[config.mk]
export PLATFORM = sky130hd
export DESIGN_NAME = slave_reset_seq
export DESIGN_NICKNAME = d
export VERILOG_FILES = /design/src/rtl/slv_rst_pkg.sv /design/src/rtl/slv_rst_sync.sv /design/src/rtl/slv_rst_timer.sv /design/src/rtl/slv_rst_outs.sv /design/src/rtl/slave_reset_seq.sv
export SDC_FILE = /design/constraint.sdc
export NUM_CORES = 1
export LEC_CHECK = 0
export CAP_MARGIN = 5
export CORE_MARGIN = 2
export CORE_UTILIZATION = 49
export DETAILED_ROUTE_END_ITERATION = 6
export PLACE_DENSITY = 0.84
export SYNTH_ARGS = -nofsm -noshare
export SYNTH_HDL_FRONTEND = slang
export SYNTH_SLANG_ARGS = --single-unit
[constraint.sdc]
create_clock -name clk -period 3.8 [get_ports clk]
set_input_delay 1.14 -clock clk [delete_from_list [all_inputs] [get_ports clk]]
set_output_delay 1.14 -clock clk [all_outputs]
set_load 0.01 [all_outputs]
[src/rtl/slv_rst_pkg.sv]
package slv_rst_pkg;

  typedef enum logic [1:0] {
    RK_POR = 2'd0,
    RK_EXT = 2'd1,
    RK_SW  = 2'd2
  } rst_kind_e;

  // src[0] power-on, src[1] external, src[2] software; power-on wins
  function automatic rst_kind_e pick_kind(input logic [2:0] src);
    rst_kind_e k;
    if (src[0])      k = RK_POR;
    else if (src[1]) k = RK_EXT;
    else             k = RK_SW;
    return k;
  endfunction

endpackage

[src/rtl/slv_rst_sync.sv]
module slv_rst_sync #(
  parameter int WIDTH  = 3,
  parameter int STAGES = 2
) (
  input  logic             clk,
  input  logic             rst_n,
  input  logic [WIDTH-1:0] async_in,
  output logic [WIDTH-1:0] sync_out
);

  for (genvar b = 0; b < WIDTH; b++) begin : g_bit
    logic [STAGES-1:0] chain_q;

    always_ff @(posedge clk or negedge rst_n) begin
      if (!rst_n) begin
        chain_q <= '0;
      end else begin
        chain_q <= {chain_q[STAGES-2:0], async_in[b]};
      end
    end

    assign sync_out[b] = chain_q[STAGES-1];
  end

endmodule

[src/rtl/slv_rst_timer.sv]
module slv_rst_timer
  import slv_rst_pkg::*;
#(
  parameter int SHORT_CYC = 8,
  parameter int LONG_CYC  = 120,
  parameter int CNT_W     = 7
) (
  input  logic      clk,
  input  logic      rst_n,
  input  logic      rst_any,
  input  rst_kind_e kind_in,
  output logic      busy,
  output logic      rel_stb
);

  localparam logic [CNT_W-1:0] SHORT_LAST = CNT_W'(SHORT_CYC - 1);
  localparam logic [CNT_W-1:0] LONG_LAST  = CNT_W'(LONG_CYC - 1);

  logic [CNT_W-1:0] cnt_q, cnt_d;
  logic             busy_q, busy_d;
  logic             seen_q;
  rst_kind_e        kind_q, kind_d;
  logic             cnt_en;

  always_comb begin
    cnt_d  = cnt_q;
    busy_d = busy_q;
    kind_d = kind_q;
    cnt_en = rst_any | busy_q;
    if (rst_any) begin
      kind_d = kind_in;
      busy_d = 1'b1;
      cnt_d  = (kind_in == RK_POR) ? LONG_LAST : SHORT_LAST;
    end else if (busy_q) begin
      if (cnt_q == '0) begin
        busy_d = 1'b0;
      end else begin
        cnt_d = cnt_q - 1'b1;
      end
    end
  end

  always_ff @(posedge clk or negedge rst_n) begin
    if (!rst_n) begin
      cnt_q  <= LONG_LAST;
      busy_q <= 1'b1;
      kind_q <= RK_POR;
      seen_q <= 1'b0;
    end else begin
      seen_q <= rst_any;
      if (cnt_en) begin
        cnt_q  <= cnt_d;
        busy_q <= busy_d;
        kind_q <= kind_d;
      end
    end
  end

  assign busy    = busy_q;
  assign rel_stb = seen_q & ~rst_any & (kind_q != RK_POR);

endmodule

[src/rtl/slv_rst_outs.sv]
module slv_rst_outs #(
  parameter int DW = 4
) (
  input  logic          clk,
  input  logic          rst_n,
  input  logic          rst_any,
  input  logic          busy,
  input  logic          rel_stb,
  input  logic          dx_req,
  input  logic [DW-1:0] dx_wdata,
  input  logic          pw_req,
  input  logic [DW-1:0] pw_wdata,
  output logic [DW-1:0] data_out,
  output logic [DW-1:0] par_out,
  output logic          oe,
  output logic          lock,
  output logic          data_stb,
  output logic          par_stb
);

  logic [DW-1:0] data_q, data_d, par_q, par_d;
  logic          oe_q, oe_d, lock_q, lock_d;
  logic          dstb_q, dstb_d, pstb_q, pstb_d;
  logic          accept, pw_ok, dx_ok;

  always_comb begin
    accept = ~rst_any & ~busy;
    pw_ok  = accept & pw_req;
    dx_ok  = accept & dx_req & ~lock_q;
    data_d = data_q;
    par_d  = par_q;
    oe_d   = oe_q;
    lock_d = lock_q;
    if (rst_any) begin
      data_d = '1;
      par_d  = '1;
      oe_d   = 1'b0;
      lock_d = 1'b1;
    end else begin
      if (pw_ok) begin
        par_d  = pw_wdata;
        lock_d = 1'b0;
        oe_d   = 1'b1;
      end
      if (dx_ok) begin
        data_d = dx_wdata;
        oe_d   = 1'b1;
      end
    end
    dstb_d = rel_stb | dx_ok;
    pstb_d = rel_stb | pw_ok;
  end

  always_ff @(posedge clk or negedge rst_n) begin
    if (!rst_n) begin
      data_q <= '1;
      par_q  <= '1;
      oe_q   <= 1'b0;
      lock_q <= 1'b1;
      dstb_q <= 1'b0;
      pstb_q <= 1'b0;
    end else begin
      data_q <= data_d;
      par_q  <= par_d;
      oe_q   <= oe_d;
      lock_q <= lock_d;
      dstb_q <= dstb_d;
      pstb_q <= pstb_d;
    end
  end

  assign data_out = data_q;
  assign par_out  = par_q;
  assign oe       = oe_q;
  assign lock     = lock_q;
  assign data_stb = dstb_q;
  assign par_stb  = pstb_q;

endmodule

[src/rtl/slave_reset_seq.sv]
module slave_reset_seq
  import slv_rst_pkg::*;
#(
  parameter int CLK_HZ      = 50_000_000,
  parameter int SW_INIT_MS  = 2,
  parameter int POR_INIT_MS = 30,
  parameter int DW          = 4,
  parameter int SYNC_STAGES = 2
) (
  input  logic          clk,
  input  logic          rst_n,
  input  logic          por_in,
  input  logic          sw_rst_req,
  input  logic          ext_rst_req,
  input  logic          dx_req,
  input  logic [DW-1:0] dx_wdata,
  input  logic          pw_req,
  input  logic [DW-1:0] pw_wdata,
  output logic [DW-1:0] data_out,
  output logic          data_oe,
  output logic [DW-1:0] par_out,
  output logic          par_oe,
  output logic          data_stb,
  output logic          par_stb,
  output logic          init_busy,
  output logic          dx_lock
);

  localparam int CYC_PER_MS = CLK_HZ / 1000;
  localparam int SHORT_CYC  = CYC_PER_MS * SW_INIT_MS;
  localparam int LONG_CYC   = CYC_PER_MS * POR_INIT_MS;
  localparam int CNT_W      = $clog2(LONG_CYC + 1);

  logic [2:0] src_sync;
  logic       rst_any;
  rst_kind_e  rst_kind;
  logic       rel_stb;
  logic       oe;

  slv_rst_sync #(.WIDTH(3), .STAGES(SYNC_STAGES)) u_sync (
    .clk      (clk),
    .rst_n    (rst_n),
    .async_in ({sw_rst_req, ext_rst_req, por_in}),
    .sync_out (src_sync)
  );

  assign rst_any  = |src_sync;
  assign rst_kind = pick_kind(src_sync);

  slv_rst_timer #(.SHORT_CYC(SHORT_CYC), .LONG_CYC(LONG_CYC), .CNT_W(CNT_W)) u_timer (
    .clk     (clk),
    .rst_n   (rst_n),
    .rst_any (rst_any),
    .kind_in (rst_kind),
    .busy    (init_busy),
    .rel_stb (rel_stb)
  );

  slv_rst_outs #(.DW(DW)) u_outs (
    .clk      (clk),
    .rst_n    (rst_n),
    .rst_any  (rst_any),
    .busy     (init_busy),
    .rel_stb  (rel_stb),
    .dx_req   (dx_req),
    .dx_wdata (dx_wdata),
    .pw_req   (pw_req),
    .pw_wdata (pw_wdata),
    .data_out (data_out),
    .par_out  (par_out),
    .oe       (oe),
    .lock     (dx_lock),
    .data_stb (data_stb),
    .par_stb  (par_stb)
  );

  assign data_oe = oe;
  assign par_oe  = oe;

endmodule

After elaboration in Yosys (flattened, before gate mapping)
Cells that the tools add are included.

Output and inout bits: 14. Input bits: 15. Logic and storage cells: 55. Bits in registers: 43.

Multiplexer cells: 18. Reductions and logical operators: 10. Add/sub/neg operators: 1. Bitwise gates (word level): 12. Equality and inequality tests: 1.

Operators by type and width (count): $mux W21 (4); $logic_not A21 Y1 (1); $sub A21 B1 Y21 const B (1); $mux W4 (4); $mux W1 (8); $reduce_bool A2 Y1 (4); $and A1 B1 Y1 (6); $mux W2 (2); $not A1 Y1 (3); $or A1 B1 Y1 (3); $reduce_and A3 Y1 (1); $reduce_bool A3 Y1 (1); $reduce_or A3 Y1 (1); $logic_not A2 Y1 (1); $ne A2 B1 Y1 const B (1); $reduce_and A2 Y1 (1).

Logic depth before layout (Yosys ltp)
Gate-level depths: netlist of run 1.

Depth in word-level cells: 7. Gate-level depth with buffers: 7. Mapped depth without buffers: 7.

Cells and area by module
Synthesis of run 1 repeated with hierarchy kept, for this count alone.

Cell total of the unflattened synthesis: 202. Area total of the unflattened synthesis: 2174.6 sq um.

Modules (own cells, without submodules): slv_rst_timer (sequential area each 644.4 sq um, instances 1, area each 1435.1 sq um, cells each 140); slv_rst_outs (sequential area each 311.5 sq um, instances 1, area each 543.0 sq um, cells each 49); slv_rst_sync (sequential area each 150.1 sq um, instances 1, area each 172.7 sq um, cells each 9); slave_reset_seq (sequential area each 0.0 sq um, instances 1, area each 23.8 sq um, cells each 4).

Worst setup path before layout of run 1
OpenSTA, ideal clock, no wires.

Path type: reg2reg. From: register u_timer.cnt_q[0]. To: register u_timer.cnt_q[18]. Library setup time: 78 ps. Path slack: 1810 ps. Path buffers: 0. Data arrival time: 1912 ps. Stages on the path, launching flop included: 8. Data required time: 3722 ps. Clock period less this slack: 1990 ps. Cell sequence: dfstp_2 inv_1 ha_1 or3b_2 nor4_4 nor4b_4 a31oi_1 o22a_2.

Longest elaborated chain between the ends: 4. Elaborated cells on any way between the ends: 7. Those cells by class: 1 x add/sub; 1 x eq/ne; 3 x mux; 2 x reduce/logical.

Ends and longest elaborated chain: start, declared (line slv_rst_timer.sv:19) `logic [CNT_W-1:0] cnt_q, cnt_d;`; start signal, assigned (line slv_rst_timer.sv:52) `cnt_q <= cnt_d;`; $sub A21 B1 Y21 (line slv_rst_timer.sv:38) `cnt_d = cnt_q - 1'b1;`; $mux W21 (line slv_rst_timer.sv:35) `if (cnt_q == '0) begin`; $mux W21 (line slv_rst_timer.sv:34) `end else if (busy_q) begin`; $mux W21 (line slv_rst_timer.sv:30) `if (rst_any) begin`.

Parallel ways exist; a longest one is shown, timed or not. The select of a mux whose other input is x is not followed. A chain may end at the register's enable or synchronous reset.

Worst setup path after layout of run 1
From: register u_timer.busy_q (netlist: u_timer.busy). To: output port init_busy.

RTL lines: start, declared (line slv_rst_timer.sv:20) `logic busy_q, busy_d;`; start signal, assigned (line slv_rst_timer.sv:53) `busy_q <= busy_d;`; end, declared (line slave_reset_seq.sv:25) `output logic init_busy,`.

No word-level cell between the ends.

==> results.json, run 1 <==
{
  "grt.overflow.total": 0,
  "rrSetupSlack_ps": 1430,
  "antenna_found_initial": 0,
  "via_per_inst": 5.80,
  "drcViolationCount": 0,
  "critPathMaxFanout": 12,
  "io_buffers": 28,
  "ir_worst_vdd_uv": 284,
  "routed_wirelength_um": 4230,
  "slew_headroom_pct": 37.7,
  "dpl.cell_count": 270,
  "cp.required_ps": 2660,
  "wl_per_cell_um": 15.2,
  "ys_warn_count": 0,
  "clock_sinks": 43,
  "ys.flop_type": "dfstp_2",
  "synthesis.nets": 218,
  "cpPeakStageDelay_ps": 660,
  "seqCellArea_mm2": 0.00111,
  "start_util_pct": 51.9,
  "drv_slew": 0,
  "crit_path_top_delay_cell": "dfstp_2",
  "grt_pass1_wl_um": 7290,
  "diodes": 0,
  "min_period_over_period_pct": 70.0,
  "crit_family": "flip-flops",
  "fillers": 324,
  "timing.rr.end": "u_timer.cnt_q[20]",
  "startpoint_type": "flop",
  "period_minus_slack_ps": 2660,
  "gp_congestion": 0.841,
  "powerDensity_mw_per_mm2": 359,
  "hold-path-endpoint": "u_sync.g_bit[2].chain_q[1]",
  "synth_common_cells": "dfstp_2 (24), nor2_1 (23), dfrtp_1 (19)",
  "cp_cell_sequence": "clkdlybuf4s50_1",
  "arrival_ps": 1520,
  "grt_util_all_layers_pct": 18.6,
  "worstSetupEndpointType": "output pin",
  "worstHoldPathType": "flop to flop",
  "hold_buffers": 0,
  "ys_top_cells_by_area": "dfstp_2 (30%), dfrtp_1 (23%), nor2_1 (4.1%)",
  "outcome": "complete, no violations",
  "async_flop_share_pct": 100,
  "r2r-start": "u_sync.g_bit[0].chain_q[1]",
  "holdCritStartpoint": "u_sync.g_bit[2].chain_q[0]",
  "multi_input_area_um2": 935,
  "grt_max_degree": 44,
  "hold_viol_final": 0,
  "syn_area_per_cell_um2": 10.5,
  "core_area_mm2": 0.00406,
  "dp_hpwl_um": 2890,
  "yosysTopAreaCellShare_pct": 30.0,
  "leakagePower_nw": 1.01,
  "finClkSkew_ps": 8.14,
  "ys_seq_elements": 43,
  "cts_resized": 0,
  "synth_edf_count": 0,
  "clockBufferDepth": 2,
  "fin_cells": 278,
  "grt_pass1_vias": 1549,
  "min_path_cells": 0,
  "yosysUniqueCellTypes": 44,
  "drt_iter0_drc": 125,
  "cp_num_buf_inv": 1,
  "cts_post_setup_buffers_inserted": 0,
  "timing.fmax_mhz": 376,
  "die_w_um": 69.5,
  "drt_pass1_iterations": 4,
  "die_area_mm2": 0.00484,
  "antenna_left": 0,
  "numCtsBuffers": 5,
  "clock_latency_ps": 290,
  "drv_cap": 0,
  "critical_path_class": "flop to output pin",
  "layout-drive-gt1-share_pct": 22.4,
  "fp.dieH_um": 69.5,
  "synth_most_common_cell": "dfstp_2",
  "yosysSeqAreaShare_pct": 52.6,
  "syn_area_mm2": 0.00210,
  "htree_num_levels": 2,
  "synth_top_area_cell": "dfstp_2",
  "num_vias": 1612,
  "clk_root_buffer_cell": "clkbuf_8",
  "fin_util_pct": 62.0,
  "clk_pin_slew_ps": 80,
  "area_growth_pct": 19.6,
  "cts_tree": "yes",
  "fin_nets": 244,
  "reg2regPathDepth": 5,
  "rows": 23,
  "fin_setup_tns_ps": 0,
  "rsz0062_at_grt": "no",
  "finalSetupViolations": 0,
  "netlist_instances": 201,
  "max_slew.worst_pin.slew_ps": 934,
  "io_pins": 29
}
[worst max path at each step]
| stage | startpoint | endpoint | slack [ps] | depth (start not counted) |
|---|---|---|---|---|
| 3_5_place_dp | dx_req | u_outs.data_out[3] | 1450 | 4 |
| 2_1_floorplan | u_timer.cnt_q[0] | u_timer.cnt_q[18] | 1810 | 7 |
| 4_1_cts | u_timer.busy | init_busy | 1130 | 1 |
| 5_1_grt | u_timer.busy | init_busy | 1080 | 1 |
| 3_3_place_gp | u_timer.busy | init_busy | 1470 | 1 |
| 6_report | u_timer.busy | init_busy | 1140 | 1 |
[final cells by class]
type                    instances  share of cell area (%)
flip-flops and latches         43                    43.9
multi-input cells             143                    37.1
repair buffers                 29                    11.2
clock buffers                   5                    2.73
well taps                      50                    2.49
clock inverters                 3                    1.74
inverters                       5                   0.746
[metrics by stage]
step                hold WS, ps  instance area (um2)  power [mW]  setup WS, ps
floorplan                   331                 2100       0.528          1810
global placement            333                 2400       0.558          1470
detailed placement          336                 2400       0.561          1450
CTS                         355                 2520       0.913          1130
global route                374                 2520       0.944          1080
finish                      353                 2520       0.904          1140
[registers in the layout (all words and copies together), names as in the netlist]
name / flops
u_outs.data_out: 4
u_outs.data_stb: 1
u_sync.g_bit.chain_q: 6
u_outs.lock: 1
u_timer.cnt_q: 21
u_timer.seen_q: 1
u_outs.par_out: 4
u_timer.busy: 1
u_outs.par_stb: 1
u_outs.oe: 1
u_timer.kind_q: 2
[where the power goes]
group,internal (mW),switching (mW)
sequential,0.478,0.0181
combinational,0.0284,0.0278
clock,0.196,0.156
[layout by cell type (no fill, tap or decap), types with 2 or more instances in the layout]
cell type | synthesis | layout
dfrtp_1 | 19 | 19
nor3_1 | 6 | 5
clkbuf_8 | 0 | 5
a21oi_1 | 15 | 15
a31oi_1 | 7 | 7
a2bb2oi_1 | 3 | 3
o2111ai_1 | 3 | 3
or4_4 | 2 | 2
clkdlybuf4s50_1 | 0 | 27
nor4_1 | 5 | 5
or2_2 | 3 | 3
o21ai_0 | 7 | 7
nand2_1 | 17 | 17
mux2i_1 | 4 | 4
xor2_1 | 5 | 5
dfstp_2 | 24 | 24
nand2b_1 | 2 | 2
or3b_2 | 2 | 2
nor4_4 | 2 | 2
inv_1 | 5 | 5
and4_1 | 3 | 3
o22a_1 | 5 | 5
o21a_1 | 2 | 2
ha_1 | 2 | 2
nor2_1 | 23 | 23
nand3_1 | 8 | 8
[cell families (layout without fill, tap and decap cells)]
group / count (synthesis) / in the layout / synth area share, %
AOI/OAI and AO/OA: 49 / 49 / 15.5
and+or+nand+nor: 82 / 82 / 23.1
muxes: 4 / 4 / 1.90
DFF: 43 / 43 / 52.6
xor gates and xnor gates: 6 / 6 / 2.50
adders and majority gates: 2 / 2 / 1.19
buffers and inverters: 15 / 42 / 3.27
[routing by layer]
layer | part of all wire [%] | GRT usage (%)
met1 | 45 | 24.6
met2 | 49 | 29.4
met3 | 4.2 | 3.92
met4 | 1.7 | 8.28
met5 | 0 | 0
Note: power is estimated with default switching activity, not from simulation.
==> inputs of run 2 (changes only) <==
--- a/config.mk
+++ b/config.mk
@@ -9,7 +9,7 @@
 export CORE_MARGIN = 2
 export CORE_UTILIZATION = 49
 export DETAILED_ROUTE_END_ITERATION = 6
-export PLACE_DENSITY = 0.84
+export PLACE_DENSITY = 0.86
 export SYNTH_ARGS = -nofsm -noshare
 export SYNTH_HDL_FRONTEND = slang
 export SYNTH_SLANG_ARGS = --single-unit
==> constraint.sdc (replaced) <==
create_clock -name clk -period 2.32 [get_ports clk]
set_input_delay 0.696 -clock clk [delete_from_list [all_inputs] [get_ports clk]]
set_output_delay 0.696 -clock clk [all_outputs]
set_load 0.01 [all_outputs]
==> run 2 against run 1 <==
Against the previous run:
- flip-flop and latch count did not move
- total power grew 53%
- global-route usage up 0.82 points
- setup slack worse by 1000 ps
- sequential share of layout area down 0.37 points
- clock skew decreased by 0.89 ps
- clock-buffer cell count unchanged
- worst hold slack better by 1.4 ps
- critical path type is now flop to flop
- critical endpoint is now u_timer.cnt_q[18]
- largest cell class unchanged
==> results.json, run 2 (synthesis gave the netlist of run 1 again) <==
{
  "hold-path-endpoint": "u_sync.g_bit[0].chain_q[1]",
  "clk_pin_slew_ps": 80,
  "diodes": 0,
  "core_area_mm2": 0.00406,
  "setup_slack_ps": 134,
  "die_area_mm2": 0.00484,
  "worstHoldPathType": "flop to flop",
  "dp_hpwl_um": 2930,
  "clk_root_buffer_cell": "clkbuf_8",
  "largest_reg_flops": 21,
  "drcViolationCount": 0,
  "total_power_mw": 1.39,
  "numCtsBuffers": 5,
  "drt_iter0_drc": 175,
  "clock_sinks": 43,
  "period_minus_slack_ps": 2190,
  "hold_viol_final": 0,
  "min_path_cells": 0,
  "htree_num_levels": 2,
  "fillers": 327,
  "timing.rr.end": "u_timer.cnt_q[18]",
  "io_pins": 29,
  "antenna_found_initial": 0,
  "powerDensity_mw_per_mm2": 546,
  "crit_family": "simple AND/OR/NAND/NOR gates",
  "cpPeakStageDelay_ps": 520,
  "fin_nets": 250,
  "outcome": "complete, no violations",
  "via_per_inst": 5.93,
  "grt.overflow.total": 0,
  "cp.required_ps": 2570,
  "num_vias": 1684,
  "grt_pass1_vias": 1627,
  "cts_tree": "yes",
  "layout-drive-gt1-share_pct": 24.4,
  "fin_setup_tns_ps": 0,
  "hold_buffers": 0,
  "grt_pass1_wl_um": 7530,
  "grt_max_degree": 44,
  "timing.fmax_mhz": 457,
  "start_util_pct": 51.9,
  "place_ws_ps": 153,
  "fp.dieH_um": 69.5,
  "leakagePower_nw": 1.02,
  "cts_resized": 0,
  "max_slew.worst_pin.slew_ps": 527,
  "rows": 23,
  "startpoint_type": "flop",
  "clockBufferDepth": 2,
  "slew_headroom_pct": 64.9,
  "drv_cap": 0,
  "routed_wirelength_um": 4460,
  "antenna_left": 0,
  "gp_congestion": 0.881,
  "cp_cell_sequence": "inv_1 > ha_1 > or3b_2 > nor4_4 > nor4b_4 > a2bb2oi_1 > o22a_2",
  "wl_per_cell_um": 15.7,
  "worstSetupEndpointType": "flop",
  "drt_pass1_iterations": 4,
  "cts_post_setup_buffers_inserted": 0,
  "grt_util_all_layers_pct": 19.4,
  "crit_path_top_delay_cell": "or3b_2",
  "finalSetupViolations": 0,
  "rsz0062_at_grt": "no",
  "critPathMaxFanout": 8,
  "reg2regPathDepth": 7,
  "io_buffers": 28,
  "largest_registers": "u_timer.cnt_q (21), u_sync.g_bit.chain_q (6)",
  "holdCritStartpoint": "u_sync.g_bit[0].chain_q[0]",
  "layout_common_cells": "clkdlybuf4s50_1 (27), dfstp_2 (24), nor2_1 (23)",
  "finClkSkew_ps": 7.25,
  "rrSetupSlack_ps": 130,
  "path_depth": 7,
  "critical_path_class": "flop to flop",
  "ir_worst_vdd_uv": 367,
  "area_growth_pct": 20.6,
  "r2r-start": "u_timer.cnt_q[0]",
  "arrival_ps": 2430,
  "die_w_um": 69.5,
  "min_period_over_period_pct": 94.2,
  "final_common_cell": "clkdlybuf4s50_1",
  "clock_latency_ps": 300,
  "drv_slew": 0,
  "regMostFlops": "u_timer.cnt_q",
  "cp_num_buf_inv": 1
}
## run 2: worst max-delay path by stage
stage                     startpoint           endpoint  slack [ps]
finish              u_timer.cnt_q[0]  u_timer.cnt_q[18]         130
global route        u_timer.cnt_q[0]  u_timer.cnt_q[18]         0.2
CTS                 u_timer.cnt_q[0]  u_timer.cnt_q[18]         130
detailed placement  u_timer.cnt_q[0]  u_timer.cnt_q[18]         150
global placement    u_timer.cnt_q[0]  u_timer.cnt_q[18]         240
floorplan           u_timer.cnt_q[0]  u_timer.cnt_q[18]         330
## run 2: layout make-up
type	instances	area, um2	share of cell area (%)
sequential	43	1110	43.6
multi-input combinational	143	935	36.8
timing repair buffer	35	328	12.9
clock buffer	5	68.8	2.71
tap	50	62.6	2.46
clock inverter	3	20.0	0.789
inverter	5	18.8	0.739
## run 2: power by group
group	switching, mW	total [mW]	internal (mW)	leakage, nW
Clock	0.268	0.477	0.210	0.0402
Sequential	0.0257	0.809	0.783	0.491
Combinational	0.0508	0.100	0.0496	0.485
## run 2: per-layer routing
layer	share of wire (%)	wire length [um]	up-vias	global-route usage (%)
li1	-	-	795	-
met1	43	1910	832	25.2
met2	51	2280	52	31.5
met3	5.1	228	5	5.38
met4	0.74	33	0	6.10
met5	0	0	-	0
## run 2: per-stage QoR
stage	util, %	area (um2)	instances	hold WS (ps)
CTS	62.6	2540	284	356
detailed placement	60.4	2450	276	336
global placement	60.4	2450	276	332
finish	62.6	2540	284	354
floorplan	-	2100	201	331
global route	62.6	2540	284	368
## run 2: worst register-to-register path, cell delays in order (launching register included)
cell and delay (ps):
dfstp_2 400, inv_1 80, ha_1 290, or3b_2 520, nor4_4 230, nor4b_4 270
a2bb2oi_1 190, o22a_2 150
==> inputs of run 3 (changes only) <==
--- a/config.mk
+++ b/config.mk
@@ -6,6 +6,7 @@
 export NUM_CORES = 1
 export LEC_CHECK = 0
 export CAP_MARGIN = 5
+export CORE_ASPECT_RATIO = 0.8
 export CORE_MARGIN = 2
 export CORE_UTILIZATION = 49
 export DETAILED_ROUTE_END_ITERATION = 6
==> run 3 against run 2 <==
Against the previous run:
- via count fell by 0.71%
- final cell count rose by 2.8%
- core utilization fell by 0.87 points
- register-to-register slack improved by 20 ps
- combinational power barely moved
- critical endpoint unchanged
==> results.json, run 3 (synthesis gave the netlist of run 1 again) <==
{
  "grt_max_degree": 44,
  "die_w_um": 77.3,
  "numCtsBuffers": 5,
  "finClkSkew_ps": 12.0,
  "drv_cap": 0,
  "hold_buffers": 0,
  "layout-drive-gt1-share_pct": 25.1,
  "grt_pass1_vias": 1568,
  "critical_path_class": "flop to flop",
  "start_util_pct": 50.7,
  "worstHoldPathType": "flop to flop",
  "largest_registers": "u_timer.cnt_q (21), u_sync.g_bit.chain_q (6)",
  "grt.overflow.total": 0,
  "clk_pin_slew_ps": 90,
  "via_per_inst": 5.73,
  "total_power_mw": 1.40,
  "drcViolationCount": 0,
  "multi_input_area_um2": 937,
  "fp.dieH_um": 62.6,
  "clockBufferDepth": 2,
  "worstSetupEndpointType": "flop",
  "core_area_mm2": 0.00415,
  "drt_iter0_drc": 115,
  "largest_reg_flops": 21,
  "fin_nets": 251,
  "slew_headroom_pct": 65.7,
  "cts_post_setup_buffers_inserted": 0,
  "setup_slack_ps": 157,
  "area_growth_pct": 21.7,
  "rows": 21,
  "io_buffers": 28,
  "drt_pass1_iterations": 4,
  "powerDensity_mw_per_mm2": 548,
  "timing.fmax_mhz": 462,
  "rsz0062_at_grt": "no",
  "ir_worst_vdd_uv": 410,
  "final_common_cell": "clkdlybuf4s50_1",
  "startpoint_type": "flop",
  "outcome": "complete, no violations",
  "dp_hpwl_um": 3000,
  "layout_common_cells": "clkdlybuf4s50_1 (27), dfstp_2 (24), nor2_1 (23)",
  "leakagePower_nw": 1.02,
  "whs_ps": 355,
  "hold_viol_final": 0,
  "period_minus_slack_ps": 2160,
  "max_slew.worst_pin.slew_ps": 514,
  "drv_slew": 0,
  "die_area_mm2": 0.00484,
  "diodes": 0,
  "grt_pass1_wl_um": 7620,
  "finalSetupViolations": 0,
  "critPathMaxFanout": 8,
  "cp.required_ps": 2570,
  "cts_tree": "yes",
  "antenna_left": 0,
  "gp_congestion": 0.818,
  "io_pins": 29,
  "wl_per_cell_um": 14.8,
  "htree_num_levels": 2,
  "place_ws_ps": 135,
  "fin_setup_tns_ps": 0,
  "antenna_found_initial": 0,
  "clk_root_buffer_cell": "clkbuf_8",
  "routed_wirelength_um": 4310,
  "fillers": 355,
  "min_period_over_period_pct": 93.3,
  "regMostFlops": "u_timer.cnt_q",
  "num_vias": 1672,
  "grt_util_all_layers_pct": 19.9,
  "seqCellArea_mm2": 0.00111,
  "arrival_ps": 2410,
  "clock_sinks": 43,
  "clock_latency_ps": 310
}
-- run 3: through the flow --
step | cell area [um2] | instances | util, %
6_report | 2560 | 292 | 61.7
5_1_grt | 2560 | 292 | 61.7
4_1_cts | 2560 | 292 | 61.6
3_5_place_dp | 2470 | 284 | 59.4
3_3_place_gp | 2470 | 284 | 59.4
2_1_floorplan | 2100 | 201 | -
-- run 3: final cells by class --
cell class,instances,area share [%]
clock buffer,5,2.69
clock inverter,3,0.928
timing repair buffer,36,13.1
multi-input combinational,143,36.6
tap,57,2.78
sequential,43,43.2
inverter,5,0.733
-- run 3: where the power goes --
group	total [mW]	internal [mW]	switching [mW]
combinational	0.101	0.0496	0.0511
clock	0.494	0.215	0.279
sequential	0.809	0.783	0.0255
total	1.40	1.05	0.356
-- run 3: metal layers --
metal,track usage [%],up-vias,part of all wire (%)
li1,-,798,-
met4,8.93,0,2.6
met2,29.5,42,47
met3,4.91,12,4.3
met1,27.7,820,46
met5,0,-,0
-- run 3: path summary, 6_finish.rpt --
check                                      startpoint                          to  slack, ps  cells past startpoint
hold reg to reg            u_sync.g_bit[2].chain_q[0]  u_sync.g_bit[2].chain_q[1]        360                      0
setup / recovery                     u_timer.cnt_q[0]           u_timer.cnt_q[18]        160                      7
setup reg to reg                     u_timer.cnt_q[0]           u_timer.cnt_q[18]        160                      7
min in group asynchronous                       rst_n           u_timer.cnt_q[11]        440                      2
hold / removal             u_sync.g_bit[2].chain_q[0]  u_sync.g_bit[2].chain_q[1]        360                      0
max in group asynchronous                       rst_n            u_timer.cnt_q[1]       1510                      2
-- run 3: repair_timing --
| item | 4_1_cts | 5_1_grt |
|---|---|---|
| gates resized for setup | 0 | 1 |
| setup endpoints to repair | 0 | 1 |
| endpoints found under the hold margin | 0 | 0 |
-- run 3: critical path: stages, from the launching register on --
cell and delay [ps]:
dfstp_2 400, inv_1 80, ha_2 250, or3b_2 500, nor4_4 260, nor4b_4 280, a31oi_1 120, o22a_2 220
